## src/rtl/wdog_pkg.sv

```systemverilog
package wdog_pkg;
    typedef enum logic [1:0] {
        ST_IDLE = 2'd0,
        ST_PH1  = 2'd1,
        ST_PH2  = 2'd2,
        ST_FIRE = 2'd3
    } wd_state_t;

    localparam logic [1:0] MODE_CHIP = 2'd0;
    localparam logic [1:0] MODE_CPU  = 2'd1;
    localparam logic [1:0] MODE_PTR  = 2'd2;

    localparam int A_CTRL   = 0;
    localparam int A_LEN1   = 1;
    localparam int A_LEN2   = 2;
    localparam int A_PING   = 3;
    localparam int A_IRQ    = 4;
    localparam int A_STATUS = 5;
endpackage

```

## src/rtl/wdog_regs.sv

```systemverilog
module wdog_regs
    import wdog_pkg::*;
#(
    parameter int DATA_W = 32,
    parameter int ADDR_W = 3,
    parameter int CNT_W  = 16,
    parameter logic [CNT_W-1:0] RST_LEN = '1
) (
    input  logic              clk,
    input  logic              rst_n,
    input  logic              bus_wr,
    input  logic [ADDR_W-1:0] bus_addr,
    input  logic [DATA_W-1:0] bus_wdata,
    output logic [DATA_W-1:0] bus_rdata,
    input  logic              lock,
    input  logic              warn_set,
    input  logic              fire_set,
    input  logic [1:0]        phase,
    input  logic [CNT_W-1:0]  cnt,
    output logic              ctrl_en,
    output logic [1:0]        ctrl_mode,
    output logic [CNT_W-1:0]  len1,
    output logic [CNT_W-1:0]  len2,
    output logic              ping,
    output logic              irq_warn,
    output logic              irq_final
);
    localparam int CNT_LSB = DATA_W / 2;

    logic wr_ctrl, wr_len1, wr_len2, wr_irq, dis_clr;
    logic unused_wdata;

    assign wr_ctrl = bus_wr && (bus_addr == ADDR_W'(A_CTRL)) && !lock;
    assign wr_len1 = bus_wr && (bus_addr == ADDR_W'(A_LEN1));
    assign wr_len2 = bus_wr && (bus_addr == ADDR_W'(A_LEN2));
    assign wr_irq  = bus_wr && (bus_addr == ADDR_W'(A_IRQ));
    assign ping    = bus_wr && (bus_addr == ADDR_W'(A_PING));
    assign dis_clr = wr_ctrl && !bus_wdata[0];
    assign unused_wdata = ^bus_wdata[DATA_W-1:CNT_W];

    always_ff @(posedge clk or negedge rst_n) begin
        if (!rst_n) begin
            ctrl_en   <= 1'b0;
            ctrl_mode <= MODE_CPU;
            len1      <= RST_LEN;
            len2      <= RST_LEN;
            irq_warn  <= 1'b0;
            irq_final <= 1'b0;
        end else begin
            if (wr_ctrl) begin
                ctrl_en   <= bus_wdata[0];
                ctrl_mode <= bus_wdata[2:1];
            end
            if (wr_len1) len1 <= bus_wdata[CNT_W-1:0];
            if (wr_len2) len2 <= bus_wdata[CNT_W-1:0];
            irq_warn  <= warn_set ||
                         (irq_warn && !(wr_irq && bus_wdata[0]) && !dis_clr);
            irq_final <= fire_set ||
                         (irq_final && !(wr_irq && bus_wdata[1]) && !dis_clr);
        end
    end

    always_comb begin
        bus_rdata = '0;
        case (bus_addr)
            ADDR_W'(A_CTRL):   bus_rdata[2:0] = {ctrl_mode, ctrl_en};
            ADDR_W'(A_LEN1):   bus_rdata[CNT_W-1:0] = len1;
            ADDR_W'(A_LEN2):   bus_rdata[CNT_W-1:0] = len2;
            ADDR_W'(A_IRQ):    bus_rdata[1:0] = {irq_final, irq_warn};
            ADDR_W'(A_STATUS): begin
                bus_rdata[1:0] = phase;
                bus_rdata[CNT_LSB +: CNT_W] = cnt;
            end
            default:           bus_rdata = '0;
        endcase
    end
endmodule

```

## src/rtl/wdog_fsm.sv

```systemverilog
module wdog_fsm
    import wdog_pkg::*;
#(
    parameter int CNT_W = 16
) (
    input  logic             clk,
    input  logic             rst_n,
    input  logic             tick,
    input  logic             en,
    input  logic             ping,
    input  logic [CNT_W-1:0] len1,
    input  logic [CNT_W-1:0] len2,
    output wd_state_t        st,
    output logic [CNT_W-1:0] cnt,
    output logic             warn_set,
    output logic             fire_set,
    output logic             lock,
    output logic             fire,
    output logic [1:0]       phase
);
    localparam logic [CNT_W-1:0] ONE = CNT_W'(1);

    wd_state_t        st_n;
    logic [CNT_W-1:0] cnt_n, len1_e, len2_e;

    assign len1_e = (len1 == '0) ? ONE : len1;
    assign len2_e = (len2 == '0) ? ONE : len2;

    always_ff @(posedge clk or negedge rst_n) begin
        if (!rst_n) begin
            st  <= ST_IDLE;
            cnt <= '0;
        end else begin
            st  <= st_n;
            cnt <= cnt_n;
        end
    end

    always_comb begin
        st_n     = st;
        cnt_n    = cnt;
        warn_set = 1'b0;
        fire_set = 1'b0;
        unique case (st)
            ST_IDLE: begin
                cnt_n = len1_e;
                if (en) st_n = ST_PH1;
            end
            ST_PH1: begin
                if (!en) begin
                    st_n  = ST_IDLE;
                    cnt_n = len1_e;
                end else if (ping) begin
                    cnt_n = len1_e;
                end else if (tick) begin
                    if (cnt == ONE) begin
                        st_n     = ST_PH2;
                        cnt_n    = len2_e;
                        warn_set = 1'b1;
                    end else begin
                        cnt_n = cnt - ONE;
                    end
                end
            end
            ST_PH2: begin
                if (tick) begin
                    if (cnt == ONE) begin
                        st_n     = ST_FIRE;
                        fire_set = 1'b1;
                    end else begin
                        cnt_n = cnt - ONE;
                    end
                end
            end
            ST_FIRE: begin
                st_n  = ST_IDLE;
                cnt_n = len1_e;
            end
        endcase
    end

    always_comb begin
        phase = st;
        lock  = (st == ST_PH2) || (st == ST_FIRE);
        fire  = (st == ST_FIRE);
    end
endmodule

```

## src/rtl/wdog_rst_steer.sv

```systemverilog
module wdog_rst_steer
    import wdog_pkg::*;
(
    input  logic       fire,
    input  logic [1:0] mode,
    output logic       rst_chip,
    output logic       rst_cpu,
    output logic       rst_ptr
);
    always_comb begin
        rst_chip = 1'b0;
        rst_cpu  = 1'b0;
        rst_ptr  = 1'b0;
        unique case (mode)
            MODE_CHIP: rst_chip = fire;
            MODE_PTR:  rst_ptr  = fire;
            default:   rst_cpu  = fire;
        endcase
    end
endmodule

```

## src/rtl/wdog_two_stage.sv

```systemverilog
module wdog_two_stage
    import wdog_pkg::*;
#(
    parameter int DATA_W = 32,
    parameter int ADDR_W = 3,
    parameter int CNT_W  = 16,
    parameter logic [CNT_W-1:0] RST_LEN = '1
) (
    input  logic              clk,
    input  logic              rst_n,
    input  logic              tick,
    input  logic              bus_wr,
    input  logic [ADDR_W-1:0] bus_addr,
    input  logic [DATA_W-1:0] bus_wdata,
    output logic [DATA_W-1:0] bus_rdata,
    output logic              irq_warn,
    output logic              irq_final,
    output logic              rst_chip,
    output logic              rst_cpu,
    output logic              rst_ptr
);
    wd_state_t        st;
    logic [CNT_W-1:0] cnt, len1, len2;
    logic             ctrl_en, ping, lock, fire, warn_set, fire_set;
    logic [1:0]       ctrl_mode, phase;

    wdog_regs #(
        .DATA_W(DATA_W), .ADDR_W(ADDR_W), .CNT_W(CNT_W), .RST_LEN(RST_LEN)
    ) u_regs (
        .clk(clk), .rst_n(rst_n), .bus_wr(bus_wr), .bus_addr(bus_addr),
        .bus_wdata(bus_wdata), .bus_rdata(bus_rdata), .lock(lock),
        .warn_set(warn_set), .fire_set(fire_set), .phase(phase), .cnt(cnt),
        .ctrl_en(ctrl_en), .ctrl_mode(ctrl_mode), .len1(len1), .len2(len2),
        .ping(ping), .irq_warn(irq_warn), .irq_final(irq_final)
    );

    wdog_fsm #(.CNT_W(CNT_W)) u_fsm (
        .clk(clk), .rst_n(rst_n), .tick(tick), .en(ctrl_en), .ping(ping),
        .len1(len1), .len2(len2), .st(st), .cnt(cnt), .warn_set(warn_set),
        .fire_set(fire_set), .lock(lock), .fire(fire), .phase(phase)
    );

    wdog_rst_steer u_steer (
        .fire(fire), .mode(ctrl_mode),
        .rst_chip(rst_chip), .rst_cpu(rst_cpu), .rst_ptr(rst_ptr)
    );
endmodule

```

## config.mk

```make
export PLATFORM = sky130hd
export DESIGN_NAME = wdog_two_stage
export DESIGN_NICKNAME = d
export VERILOG_FILES = /design/src/rtl/wdog_pkg.sv /design/src/rtl/wdog_regs.sv /design/src/rtl/wdog_fsm.sv /design/src/rtl/wdog_rst_steer.sv /design/src/rtl/wdog_two_stage.sv
export SDC_FILE = /design/constraint.sdc
export NUM_CORES = 1
export LEC_CHECK = 0
export ABC_CLOCK_PERIOD_IN_PS = 5100
export CORE_ASPECT_RATIO = 0.8
export CORE_MARGIN = 2
export CORE_UTILIZATION = 55
export CTS_CLUSTER_DIAMETER = 50
export DETAILED_ROUTE_END_ITERATION = 8
export GPL_TIMING_DRIVEN = 1
export PLACE_DENSITY = 0.81
export SYNTH_ARGS = -nofsm -noshare
export SYNTH_HDL_FRONTEND = slang
export SYNTH_HIERARCHICAL = 1
export SYNTH_SLANG_ARGS = --single-unit
export TNS_END_PERCENT = 10
```

## constraint.sdc

```tcl
create_clock -name clk -period 5.1 [get_ports clk]
set_input_delay 0.51 -clock clk [delete_from_list [all_inputs] [get_ports clk]]
set_output_delay 0.51 -clock clk [all_outputs]
set_load 0.02 [all_outputs]
```

-- After elaboration in Yosys (flattened, before gate mapping)
Cells that the tools add are included.
- register bits after elaboration: 55
- input port bits: 39
- add/subtract/negate cells: 1
- equality and inequality tests: 18
- muxes and demuxes: 30
- reduce and logical (&&, ||, !) cells: 30
- operators with widths (cell ; number):
    $mux 16 ; 9
    $pmux 16 s3 ; 1
    $logic_not 16->1 ; 2
    $pmux 13 s2 ; 1
    $eq 16x1->1 const B ; 1
    $sub 16x1->16 const B ; 1
    $mux 2 ; 7
    $logic_and 1x1->1 ; 13
    $pmux 2 s5 ; 1
    $mux 1 ; 9
    $pmux 2 s4 ; 1
    $eq 2x2->1 const B ; 3
    $eq 3x2->1 const B ; 2
    $eq 3x3->1 const B ; 2
    $ne 2x2->1 const B ; 3
    $ne 3x3->1 const B ; 2
    $reduce_and 6->1 ; 1
    $logic_not 1->1 ; 5
    $logic_not 2->1 ; 2
    $ne 4x4->1 const B ; 1
    $reduce_or 2->1 ; 2
    $eq 3x1->1 const B ; 1
    $logic_not 3->1 ; 1
    $logic_or 1x1->1 ; 3
    5 further kinds ; 5

-- Logic depth before layout (Yosys ltp)
Gate-level depths: netlist of the first run.
- word-level depth: 8
- depth in mapped cells: 9
- depth with buffers taken out: 9

-- By module
The synthesis of the first run kept the hierarchy.
- modules (own cells, without submodules) (module ; times used ; cells each ; area an instance (um^2)):
    wdog_fsm ; 1 ; 260 ; 1958.1
    wdog_regs ; 1 ; 159 ; 1926.8
    wdog_rst_steer ; 1 ; 3 ; 28.8

-- Worst setup path before layout of the first run
No wires, ideal clock.
- kind: reg2reg
- start: reg u_fsm.cnt[2]
- end: reg u_fsm.cnt[14]
- data arrival time: 2728 ps
- required time: 4970 ps
- setup slack: 2242 ps
- cell stages (with the launch flop): 10
- clock period less this slack: 2858 ps
- cells stage by stage: dfrtp_1 -> buf_6 -> or4_4 -> buf_6 -> or3_1 -> buf_2 -> or4b_4 -> mux2_4 -> a2111oi_4 -> a21oi_2
- cells in the longest elaborated chain, start to end: 6
- elaborated cells between the ends (all ways): 11
- classes of those cells: 1 x add/sub; 2 x eq/ne; 7 x mux; 1 x reduce/logical
- RTL lines (element ; line ; text):
    start: declaration ; wdog_fsm.sv:14 ; output logic [CNT_W-1:0] cnt,
    start signal: assignment ; wdog_fsm.sv:35 ; cnt <= cnt_n;
    $sub 16x1->16 or $eq 16x1->1 (tied branches) ; - ;
    $mux 16 ; wdog_fsm.sv:56 ; if (cnt == ONE) begin
    $mux 16 ; wdog_fsm.sv:55 ; end else if (tick) begin
    $mux 16 ; wdog_fsm.sv:53 ; end else if (ping) begin
    $mux 16 ; wdog_fsm.sv:50 ; if (!en) begin
    $pmux 16 s3 ; wdog_fsm.sv:44 ; unique case (st)
Parallel ways exist; a longest one is shown, timed or not. The select of a mux whose other input is x is not followed.
A chain may end at the register's enable or synchronous reset.

-- Worst setup path in the final report of the first run
- start: in bus_addr[0]
- end: out bus_rdata[0]
- cells in the longest elaborated chain, start to end: 2
- elaborated cells between the ends (all ways): 6
- classes of those cells: 4 x eq/ne; 1 x mux; 1 x reduce/logical
- RTL lines (element ; line ; text):
    start: declaration ; wdog_two_stage.sv:13 ; input logic [ADDR_W-1:0] bus_addr,
    $eq 3x3->1 (tied with other cells) ; wdog_regs.sv:65 ; case (bus_addr)
    $pmux 2 s5 * ; wdog_regs.sv:65 ;
    end: declaration ; wdog_two_stage.sv:15 ; output logic [DATA_W-1:0] bus_rdata,
Mark *: on every way between the ends. The rest lies on a longest branch, timed or not.

==> results of run 1 <==
## through the flow
stage               total power [µW]  instance area (µm²)  setup slack, ps
CTS                             1970                 4580             1650
finish                          2010                 4580             1630
global route                    2120                 4580             1530
floorplan                       1420                 3900             2240
global placement                1660                 4480             1730
detailed placement              1690                 4480             1640
## metal layers
metal	part of all wire [%]	vias to the layer above
met5	0	-
met2	44	240
met3	11	22
li1	-	1654
met1	44	1831
met4	1.3	0
## layout make-up
type                    instances  area, µm²
inverters                      10       37.5
flip-flops and latches         55       1420
repair buffers                 64        623
clock inverters                 2       20.0
well taps                      87        109
clock buffers                   6       82.6
fillers                       556       2280
multi-input cells             320       2290
## worst min path at each step
stage | start | endpoint | slack, ps | cells after the start
5_1_grt | rst_n | u_regs/ctrl_mode[1] | 370 | 2
2_1_floorplan | rst_n | async pin | 210 | 0
3_3_place_gp | u_regs/irq_warn | u_regs/irq_warn | 560 | 2
6_report | rst_n | u_regs/ctrl_mode[1] | 300 | 2
3_5_place_dp | u_regs/len1[9] | u_fsm/cnt[9] | 570 | 2
4_1_cts | rst_n | u_fsm/cnt[14] | 330 | 2
## worst max-delay path, cell delays in order
cell and delay [ps]:
clkdlybuf4s50_1 670, and2b_1 680, a32o_1 250, a2bb2oi_1 210
clkdlybuf4s50_1 640
## cells in the final DEF (no fill, tap or decap), types with 4 or more instances in the layout
master,count
clkdlybuf4s50_1,58
dfrtp_1,22
a21oi_1,23
ha_1,7
nor4_1,9
a31oi_1,6
and3_1,20
o21ai_0,27
nand2_1,22
nand3_1,8
a32o_1,4
nand2b_1,4
o31ai_1,7
mux2_2,36
o211ai_1,4
clkbuf_8,6
inv_1,10
dfstp_2,33
mux2i_1,5
nor3_1,14
a22oi_1,16
nor2_1,36
xor2_1,5
buf_4,5
## report_power, final
| group | switching [µW] | total (µW) | internal (µW) |
|---|---|---|---|
| Clock | 163 | 278 | 115 |
| Combinational | 517 | 904 | 387 |
| Sequential | 221 | 830 | 609 |
## registers in the layout (all words and copies together), names as in the netlist, named ones only
register / flops
u_fsm/cnt: 16
u_regs/ctrl_en: 1
u_regs/len1: 16
u_regs/ctrl_mode: 2
u_regs/irq_warn: 1
u_fsm/phase: 1
u_regs/len2: 16
u_regs/irq_final: 1
==> flow_metrics.py, run 1 <==
metrics = {
    "floorplan": {
        "placement_rows": 27,
        "start_util_pct": 56.9,
        "die_footprint_um2": 7780,
        "die_w_um": 98.1,
        "die_height_um": 79.3,
        "pin_count": 76,
        "placeableCoreArea_um2": 6860,
    },
    "placement": {
        "number_of_placed_instances_taps_included": 536,
        "number_of_buffers_inserted_by_port_buffering": 59,
        "routabilityCongestion": 0.964,
        "detailedPlacementHpwl_um": 8160,
    },
    "sta": {
        "timing.final.crit_period_ps": 3470,
        "slew_violations": 0,
        "max_clock_freq_ghz": 0.288,
        "finalHoldViolCount": 0,
        "worst-slew-pin-transition_ps": 828,
        "clock-skew-final_ps": 11.2,
        "finalSetupViolCount": 0,
        "max_slew_margin_pct": 44.8,
        "setup-tns-final_ps": 0,
        "rsz0062_at_grt": "no",
        "min_period_over_period_pct": 68.0,
        "whs_ps": 304,
    },
    "route": {
        "drc": 0,
        "route.detailed.vias_per_inst": 6.89,
        "post_drt_wl_per_cell_um": 21.2,
        "length_of_the_first_detailed_routing_pass_in_iterations": 7,
        "antenna_left": 0,
        "vias": 3747,
        "dr.first_iter.drc_count": 540,
        "wl_um": 11600,
    },
    "flow_run": {
        "max_cap_violations": 0,
    },
    "grt": {
        "grt_use_met1_pct": 45.6,
        "met3_usage_pct": 5.37,
        "grt_pass1_vias": 3368,
        "antenna_violations_before_repair": 0,
        "wire_length_of_the_first_global_routing_pass_um": 18300,
        "grt_use_met2_pct": 43.2,
        "grt.busiest_layer": "met1",
        "globalRouteTotalUtil_pct": 29.6,
        "grt.overflow.total": 0,
        "grt_max_degree": 56,
    },
    "setup_path": {
        "ff2ff_path_depth": 8,
        "critPathLaunchType": "input pin",
        "cp.arrival_ps": 2960,
        "crit_end": "bus_rdata[0]",
        "regToRegEndpoint": "u_fsm/cnt[6]",
        "critical_path_class": "in -> out",
        "cp_max_fo": 15,
        "endpoint_kind": "primary output",
        "critPathLaunch": "bus_addr[0]",
        "cp_data_required_time_ps": 4590,
        "r2r-start": "u_fsm/phase[0]",
        "timing.reg2reg.setup_slack_ps": 1950,
    },
    "power": {
        "p_leak_uw": 0.00183,
        "power-per-cell-area_nw_per_um2": 439,
        "peakVddDrop_mv": 0.206,
    },
    "synth": {
        "synth_cells": 420,
        "synth_warnings": 6,
        "synth_area_um2": 3900,
        "avgSynthCellArea_um2": 9.28,
        "mappedNetlistNets": 466,
    },
    "clock_tree": {
        "tritoncts": "done",
        "setup_bufs_post_cts": 0,
        "htreeDepth": 2,
        "clock_tree_sinks": 55,
        "clock_tree.root_cell": "clkbuf_8",
        "clkSlewWorstSetupHoldPaths_ps": 100,
        "ctsHoldBuffers": 0,
        "numCtsBuffers": 5,
        "cts.path.max_buffers": 2,
        "clk_latency_ps": 320,
        "cts_repair_resize_count": 0,
    },
    "finish": {
        "antenna_cells_inserted": 0,
        "finish.utilization_pct": 66.8,
        "final_cell_count_no_fill": 544,
        "area.growth.synth_to_final_pct": 17.5,
        "fin_nets": 502,
        "drive_gt1_share_pct": 22.3,
    },
    "status": {
        "result_of_the_run": "finished clean",
    },
    "min_path": {
        "min_path_type": "in -> async",
    },
}
Note: power is estimated with default switching activity, not from simulation.
==> run 2: changes to the inputs <==
--- a/config.mk
+++ b/config.mk
@@ -5,14 +5,14 @@
 export SDC_FILE = /design/constraint.sdc
 export NUM_CORES = 1
 export LEC_CHECK = 0
-export ABC_CLOCK_PERIOD_IN_PS = 5100
+export ABC_CLOCK_PERIOD_IN_PS = 3200
 export CORE_ASPECT_RATIO = 0.8
 export CORE_MARGIN = 2
-export CORE_UTILIZATION = 55
+export CORE_UTILIZATION = 53
 export CTS_CLUSTER_DIAMETER = 50
 export DETAILED_ROUTE_END_ITERATION = 8
 export GPL_TIMING_DRIVEN = 1
-export PLACE_DENSITY = 0.81
+export PLACE_DENSITY = 0.78
 export SYNTH_ARGS = -nofsm -noshare
 export SYNTH_HDL_FRONTEND = slang
 export SYNTH_HIERARCHICAL = 1
==> constraint.sdc (replaced) <==
create_clock -name clk -period 3.2 [get_ports clk]
set_input_delay 0.32 -clock clk [delete_from_list [all_inputs] [get_ports clk]]
set_output_delay 0.32 -clock clk [all_outputs]
set_load 0.02 [all_outputs]
==> flow_metrics.py, run 2 (synthesis gave the netlist of run 1 again) <==
metrics = {
    "floorplan": {
        "placeableCoreArea_um2": 6990,
        "start_util_pct": 55.8,
        "die_footprint_um2": 8060,
        "die_w_um": 99.9,
        "die_height_um": 80.7,
        "placement_rows": 27,
        "pin_count": 76,
    },
    "clock_tree": {
        "cts.path.max_buffers": 2,
        "clock_tree.root_cell": "clkbuf_8",
        "cts_repair_resize_count": 0,
        "setup_bufs_post_cts": 0,
        "clock_tree_sinks": 55,
        "htreeDepth": 2,
        "tritoncts": "done",
        "ctsHoldBuffers": 0,
        "clk_latency_ps": 310,
        "clkSlewWorstSetupHoldPaths_ps": 110,
        "numCtsBuffers": 5,
    },
    "sta": {
        "max_slew_margin_pct": 43.1,
        "clock-skew-final_ps": 6.56,
        "timing.final.crit_period_ps": 2950,
        "post-route-worst-setup-slack_ps": 248,
        "max_clock_freq_ghz": 0.339,
        "slew_violations": 0,
        "finalSetupViolCount": 0,
        "setup-tns-final_ps": 0,
        "rsz0062_at_grt": "no",
        "finalHoldViolCount": 0,
        "min_period_over_period_pct": 92.3,
        "worst-slew-pin-transition_ps": 853,
    },
    "route": {
        "wl_um": 11900,
        "antenna_left": 0,
        "post_drt_wl_per_cell_um": 21.1,
        "drc": 0,
        "vias": 3765,
        "route.detailed.vias_per_inst": 6.70,
        "length_of_the_first_detailed_routing_pass_in_iterations": 7,
        "dr.first_iter.drc_count": 513,
    },
    "finish": {
        "final_cell_count_no_fill": 562,
        "nFillCells": 584,
        "most-common-layout-cells": "clkdlybuf4s50_1 (58), nor2_1 (36), mux2_2 (36), dfstp_2 (33), o21ai_0 (27)",
        "fin_nets": 520,
        "drive_gt1_share_pct": 25.1,
        "antenna_cells_inserted": 0,
        "area.growth.synth_to_final_pct": 20.5,
        "biggestRegsByFlops": "u_fsm/cnt (16), u_regs/len1 (16), u_regs/len2 (16)",
        "mostFrequentLayoutCell": "clkdlybuf4s50_1",
    },
    "placement": {
        "number_of_buffers_inserted_by_port_buffering": 59,
        "detailedPlacementHpwl_um": 8610,
        "routabilityCongestion": 1.02,
        "number_of_placed_instances_taps_included": 554,
        "dp_worst_setup_slack_ps": 342,
    },
    "grt": {
        "wire_length_of_the_first_global_routing_pass_um": 19000,
        "grt_max_degree": 39,
        "grt_pass1_vias": 3482,
        "grt.overflow.total": 0,
        "antenna_violations_before_repair": 0,
        "globalRouteTotalUtil_pct": 30.4,
    },
    "setup_path": {
        "cp.arrival_ps": 3160,
        "path_common_cell": "o21ai_0",
        "cp_data_required_time_ps": 3410,
        "cp_max_fo": 7,
        "crit_slowest_cell": "or4b_2",
        "critical_path_class": "reg -> reg",
        "critPathLaunchType": "flip-flop",
        "endpoint_kind": "flip-flop",
        "max_stage_delay_ps": 640,
        "timing.critical_path.cells": "inv_1 -> ha_1 -> or4b_2 -> or4_1 -> o21ai_0 -> o21ai_0 -> a31o_2 -> a32o_1",
    },
    "power": {
        "netSwitchingPower_uw": 1440,
        "p_leak_uw": 0.00191,
        "peakVddDrop_mv": 0.369,
        "switching_share_pct": 44.4,
        "share_clk_of_total_power_pct": 12.5,
        "power-per-cell-area_nw_per_um2": 688,
        "power.share.combinational_pct": 47.3,
        "pwr-share-seq_pct": 40.2,
        "internal_power_uw": 1800,
    },
    "min_path": {
        "min_path_type": "in -> async",
    },
    "status": {
        "result_of_the_run": "finished clean",
    },
    "flow_run": {
        "max_cap_violations": 0,
    },
}
[run 2: metrics by stage]
stage,hold WS (ps),total power [µW],util [%],cell area [µm²]
final,98.2,3230,67.2,4700
after global routing,167,3430,67.2,4700
after CTS,131,3180,67.2,4700
after detailed placement,474,2770,66.0,4610
after global placement,471,2730,66.0,4610
after floorplan,24.4,2270,-,3900
[run 2: metal layers]
layer	track usage (%)	vias up	wire length [µm]
met5	0	-	0
met4	5.07	0	159
met3	5.22	18	1210
met2	44.3	232	5070
met1	47.8	1820	5420
li1	-	1695	-
[run 2: final timing paths]
| kind | from | endpoint | slack (ps) | depth (start not counted) |
|---|---|---|---|---|
| hold / removal | rst_n | u_regs/ctrl_mode[1] | 100 | 1 |
| hold reg to reg | u_regs/len1[10] | u_fsm/cnt[10] | 600 | 2 |
| max in group asynchronous | rst_n | u_regs/len2[12] | 2280 | 2 |
| setup reg to reg | u_fsm/cnt[1] | u_fsm/cnt[11] | 250 | 8 |
| min in group clk | u_regs/len1[10] | u_fsm/cnt[10] | 600 | 2 |
| setup / recovery | u_fsm/cnt[1] | u_fsm/cnt[11] | 250 | 8 |
[run 2: cell type report]
| type | instances | area, µm² | share of cell area [%] |
|---|---|---|---|
| Clock buffer | 6 | 72.6 | 1.54 |
| Clock inverter | 2 | 15.0 | 0.319 |
| Inverter | 10 | 37.5 | 0.799 |
| Multi-Input combinational cell | 320 | 2290 | 48.7 |
| Sequential cell | 55 | 1420 | 30.2 |
| Tap cell | 87 | 109 | 2.32 |
| Timing Repair Buffer | 82 | 758 | 16.1 |
[run 2: worst max-delay path: cells and delay by family (launching register included)]
family                   cells  cell delay [ps]
buffers and inverters        1              110
flip-flops                   1              430
AO/OA/AOI/OAI                4              900
adder cells (fa/ha/maj)      1              170
AND/OR/NAND/NOR              2             1240
[run 2: power groups by stage]
stage               clock [µW]  sequential (µW)  combinational (µW)
floorplan                    0             1170                1100
global placement             0             1280                1450
detailed placement           0             1300                1470
CTS                        409             1290                1480
global route               439             1340                1650
finish                     403             1300                1530
==> run 3: changes to the inputs <==
--- a/config.mk
+++ b/config.mk
@@ -6,9 +6,12 @@
 export NUM_CORES = 1
 export LEC_CHECK = 0
 export ABC_CLOCK_PERIOD_IN_PS = 3200
+export CELL_PAD_IN_SITES_DETAIL_PLACEMENT = 1
+export CELL_PAD_IN_SITES_GLOBAL_PLACEMENT = 1
 export CORE_ASPECT_RATIO = 0.8
 export CORE_MARGIN = 2
-export CORE_UTILIZATION = 53
+export CORE_UTILIZATION = 40
+export CTS_BUF_LIST = sky130_fd_sc_hd__clkbuf_16
 export CTS_CLUSTER_DIAMETER = 50
 export DETAILED_ROUTE_END_ITERATION = 8
 export GPL_TIMING_DRIVEN = 1
==> flow_metrics.py, run 3 (synthesis gave the netlist of run 1 again) <==
metrics = {
    "sta": {
        "clock-skew-final_ps": 5.04,
        "rsz0062_at_grt": "no",
        "setup-tns-final_ps": 0,
        "slew_violations": 0,
        "finalSetupViolCount": 0,
        "max_slew_margin_pct": 17.9,
        "timing.final.crit_period_ps": 2990,
        "min_period_over_period_pct": 93.5,
        "max_clock_freq_ghz": 0.334,
        "finalHoldViolCount": 0,
        "worst-slew-pin-transition_ps": 1220,
    },
    "setup_path": {
        "cp_max_fo": 10,
        "crit_slowest_cell": "o41ai_2",
        "regToRegEndpoint": "u_fsm/cnt[8]",
        "critical-path-top-delay-family": "compound AO/OA/AOI/OAI gates",
        "timing.reg2reg.setup_slack_ps": 210,
        "critical_path_class": "reg -> reg",
        "critical_path_buf_inv_count": 1,
        "cp_data_required_time_ps": 3400,
        "ff2ff_path_depth": 7,
        "endpoint_kind": "flip-flop",
        "critPathLaunchType": "flip-flop",
        "max_stage_delay_ps": 1000,
        "timing.critical_path.cells": "inv_1 -> ha_1 -> nor4b_1 -> nand2_1 -> o41ai_2 -> o21ai_0 -> a32oi_1",
        "r2r-start": "u_fsm/phase[0]",
        "cp.arrival_ps": 3200,
    },
    "route": {
        "wl_um": 14000,
        "drc": 0,
        "post_drt_wl_per_cell_um": 23.4,
        "vias": 3822,
        "antenna_left": 0,
        "route.detailed.vias_per_inst": 6.39,
        "length_of_the_first_detailed_routing_pass_in_iterations": 5,
        "dr.first_iter.drc_count": 251,
    },
    "placement": {
        "number_of_buffers_inserted_by_port_buffering": 59,
        "detailedPlacementHpwl_um": 10300,
        "routabilityCongestion": 0.952,
        "number_of_placed_instances_taps_included": 591,
    },
    "floorplan": {
        "placeableCoreArea_um2": 9570,
        "die_w_um": 114,
        "start_util_pct": 40.7,
        "pin_count": 76,
        "placement_rows": 32,
        "die_height_um": 92.3,
        "die_footprint_um2": 10600,
    },
    "finish": {
        "antenna_cells_inserted": 0,
        "fin_nets": 525,
        "biggestRegsByFlops": "u_fsm/cnt (16), u_regs/len1 (16), u_regs/len2 (16)",
        "final_cell_count_no_fill": 598,
        "finish.utilization_pct": 50.5,
        "area.growth.synth_to_final_pct": 23.9,
        "mostFrequentLayoutCell": "clkdlybuf4s50_1",
        "drive_gt1_share_pct": 25.9,
        "most-common-layout-cells": "clkdlybuf4s50_1 (58), nor2_1 (36), mux2_2 (36), dfstp_2 (33), buf_4 (28)",
    },
    "clock_tree": {
        "clk_latency_ps": 300,
        "numCtsBuffers": 5,
        "cts_repair_resize_count": 0,
        "clkSlewWorstSetupHoldPaths_ps": 80,
        "clock_tree.root_cell": "clkbuf_16",
        "tritoncts": "done",
        "cts.path.max_buffers": 2,
        "htreeDepth": 2,
        "ctsHoldBuffers": 0,
        "setup_bufs_post_cts": 0,
        "clock_tree_sinks": 55,
    },
    "power": {
        "p_leak_uw": 0.00196,
        "power-per-cell-area_nw_per_um2": 729,
        "post-layout-total-power_uw": 3520,
        "peakVddDrop_mv": 0.293,
    },
    "grt": {
        "grt.overflow.total": 0,
        "globalRouteTotalUtil_pct": 27.1,
        "wire_length_of_the_first_global_routing_pass_um": 22300,
        "antenna_violations_before_repair": 0,
        "grt_max_degree": 39,
        "grt_pass1_vias": 3970,
    },
    "min_path": {
        "min_path_type": "in -> async",
    },
    "status": {
        "result_of_the_run": "finished clean",
    },
    "flow_run": {
        "max_cap_violations": 0,
    },
}
-- run 3: cell count changes in the layout (fill, tap and decap cells not counted) --
cell / change
buf_4: +5
clkbuf_1: -1
clkbuf_16: +5
clkbuf_8: -5
-- run 3: per-stage QoR --
step	hold WS, ps	setup slack, ps	instance area, µm²
5_1_grt	32.5	13.7	4830
2_1_floorplan	24.4	342	3900
6_report	2.78	209	4830
4_1_cts	15.9	266	4830
3_3_place_gp	313	396	4690
3_5_place_dp	331	295	4690
-- run 3: power by group --
group	total [µW]	leakage (µW)	switching (µW)	internal, µW
clock network	563	0.0000706	272	291
registers	1270	0.000622	299	973
logic	1690	0.00127	982	706
total	3520	0.00196	1550	1970
-- run 3: final cells by class --
class | instances | area (µm²)
well taps | 119 | 149
inverters | 10 | 37.5
flip-flops and latches | 55 | 1420
fillers | 1105 | 4740
multi-input cells | 320 | 2290
clock buffers | 5 | 125
clock inverters | 2 | 15.0
repair buffers | 87 | 796
-- run 3: routing by layer --
metal  vias to the layer above  wire, µm  GRT usage (%)
met2                       189      6360           42.8
met1                      1914      6390           39.0
li1                       1704         -              -
met5                         -         0              0
met4                         0       166           5.49
met3                        15      1080           4.78
-- run 3: worst register-to-register path: stages (launching register included) --
cell     delay, ps
dfrtp_1        440
inv_1          170
ha_1           250
nor4b_1        290
nand2_1        220
o41ai_2       1000
o21ai_0        290
a32oi_1        250
-- run 3: worst max path at each step --
stage	startpoint	end	depth (start not counted)
floorplan	u_fsm/cnt[2]	u_fsm/cnt[14]	9
global placement	u_fsm/cnt[1]	u_fsm/cnt[11]	8
detailed placement	u_fsm/phase[0]	u_fsm/cnt[2]	8
finish	u_fsm/phase[0]	u_fsm/cnt[8]	7
global route	u_fsm/phase[0]	u_fsm/cnt[2]	8
CTS	u_fsm/phase[0]	u_fsm/cnt[2]	8
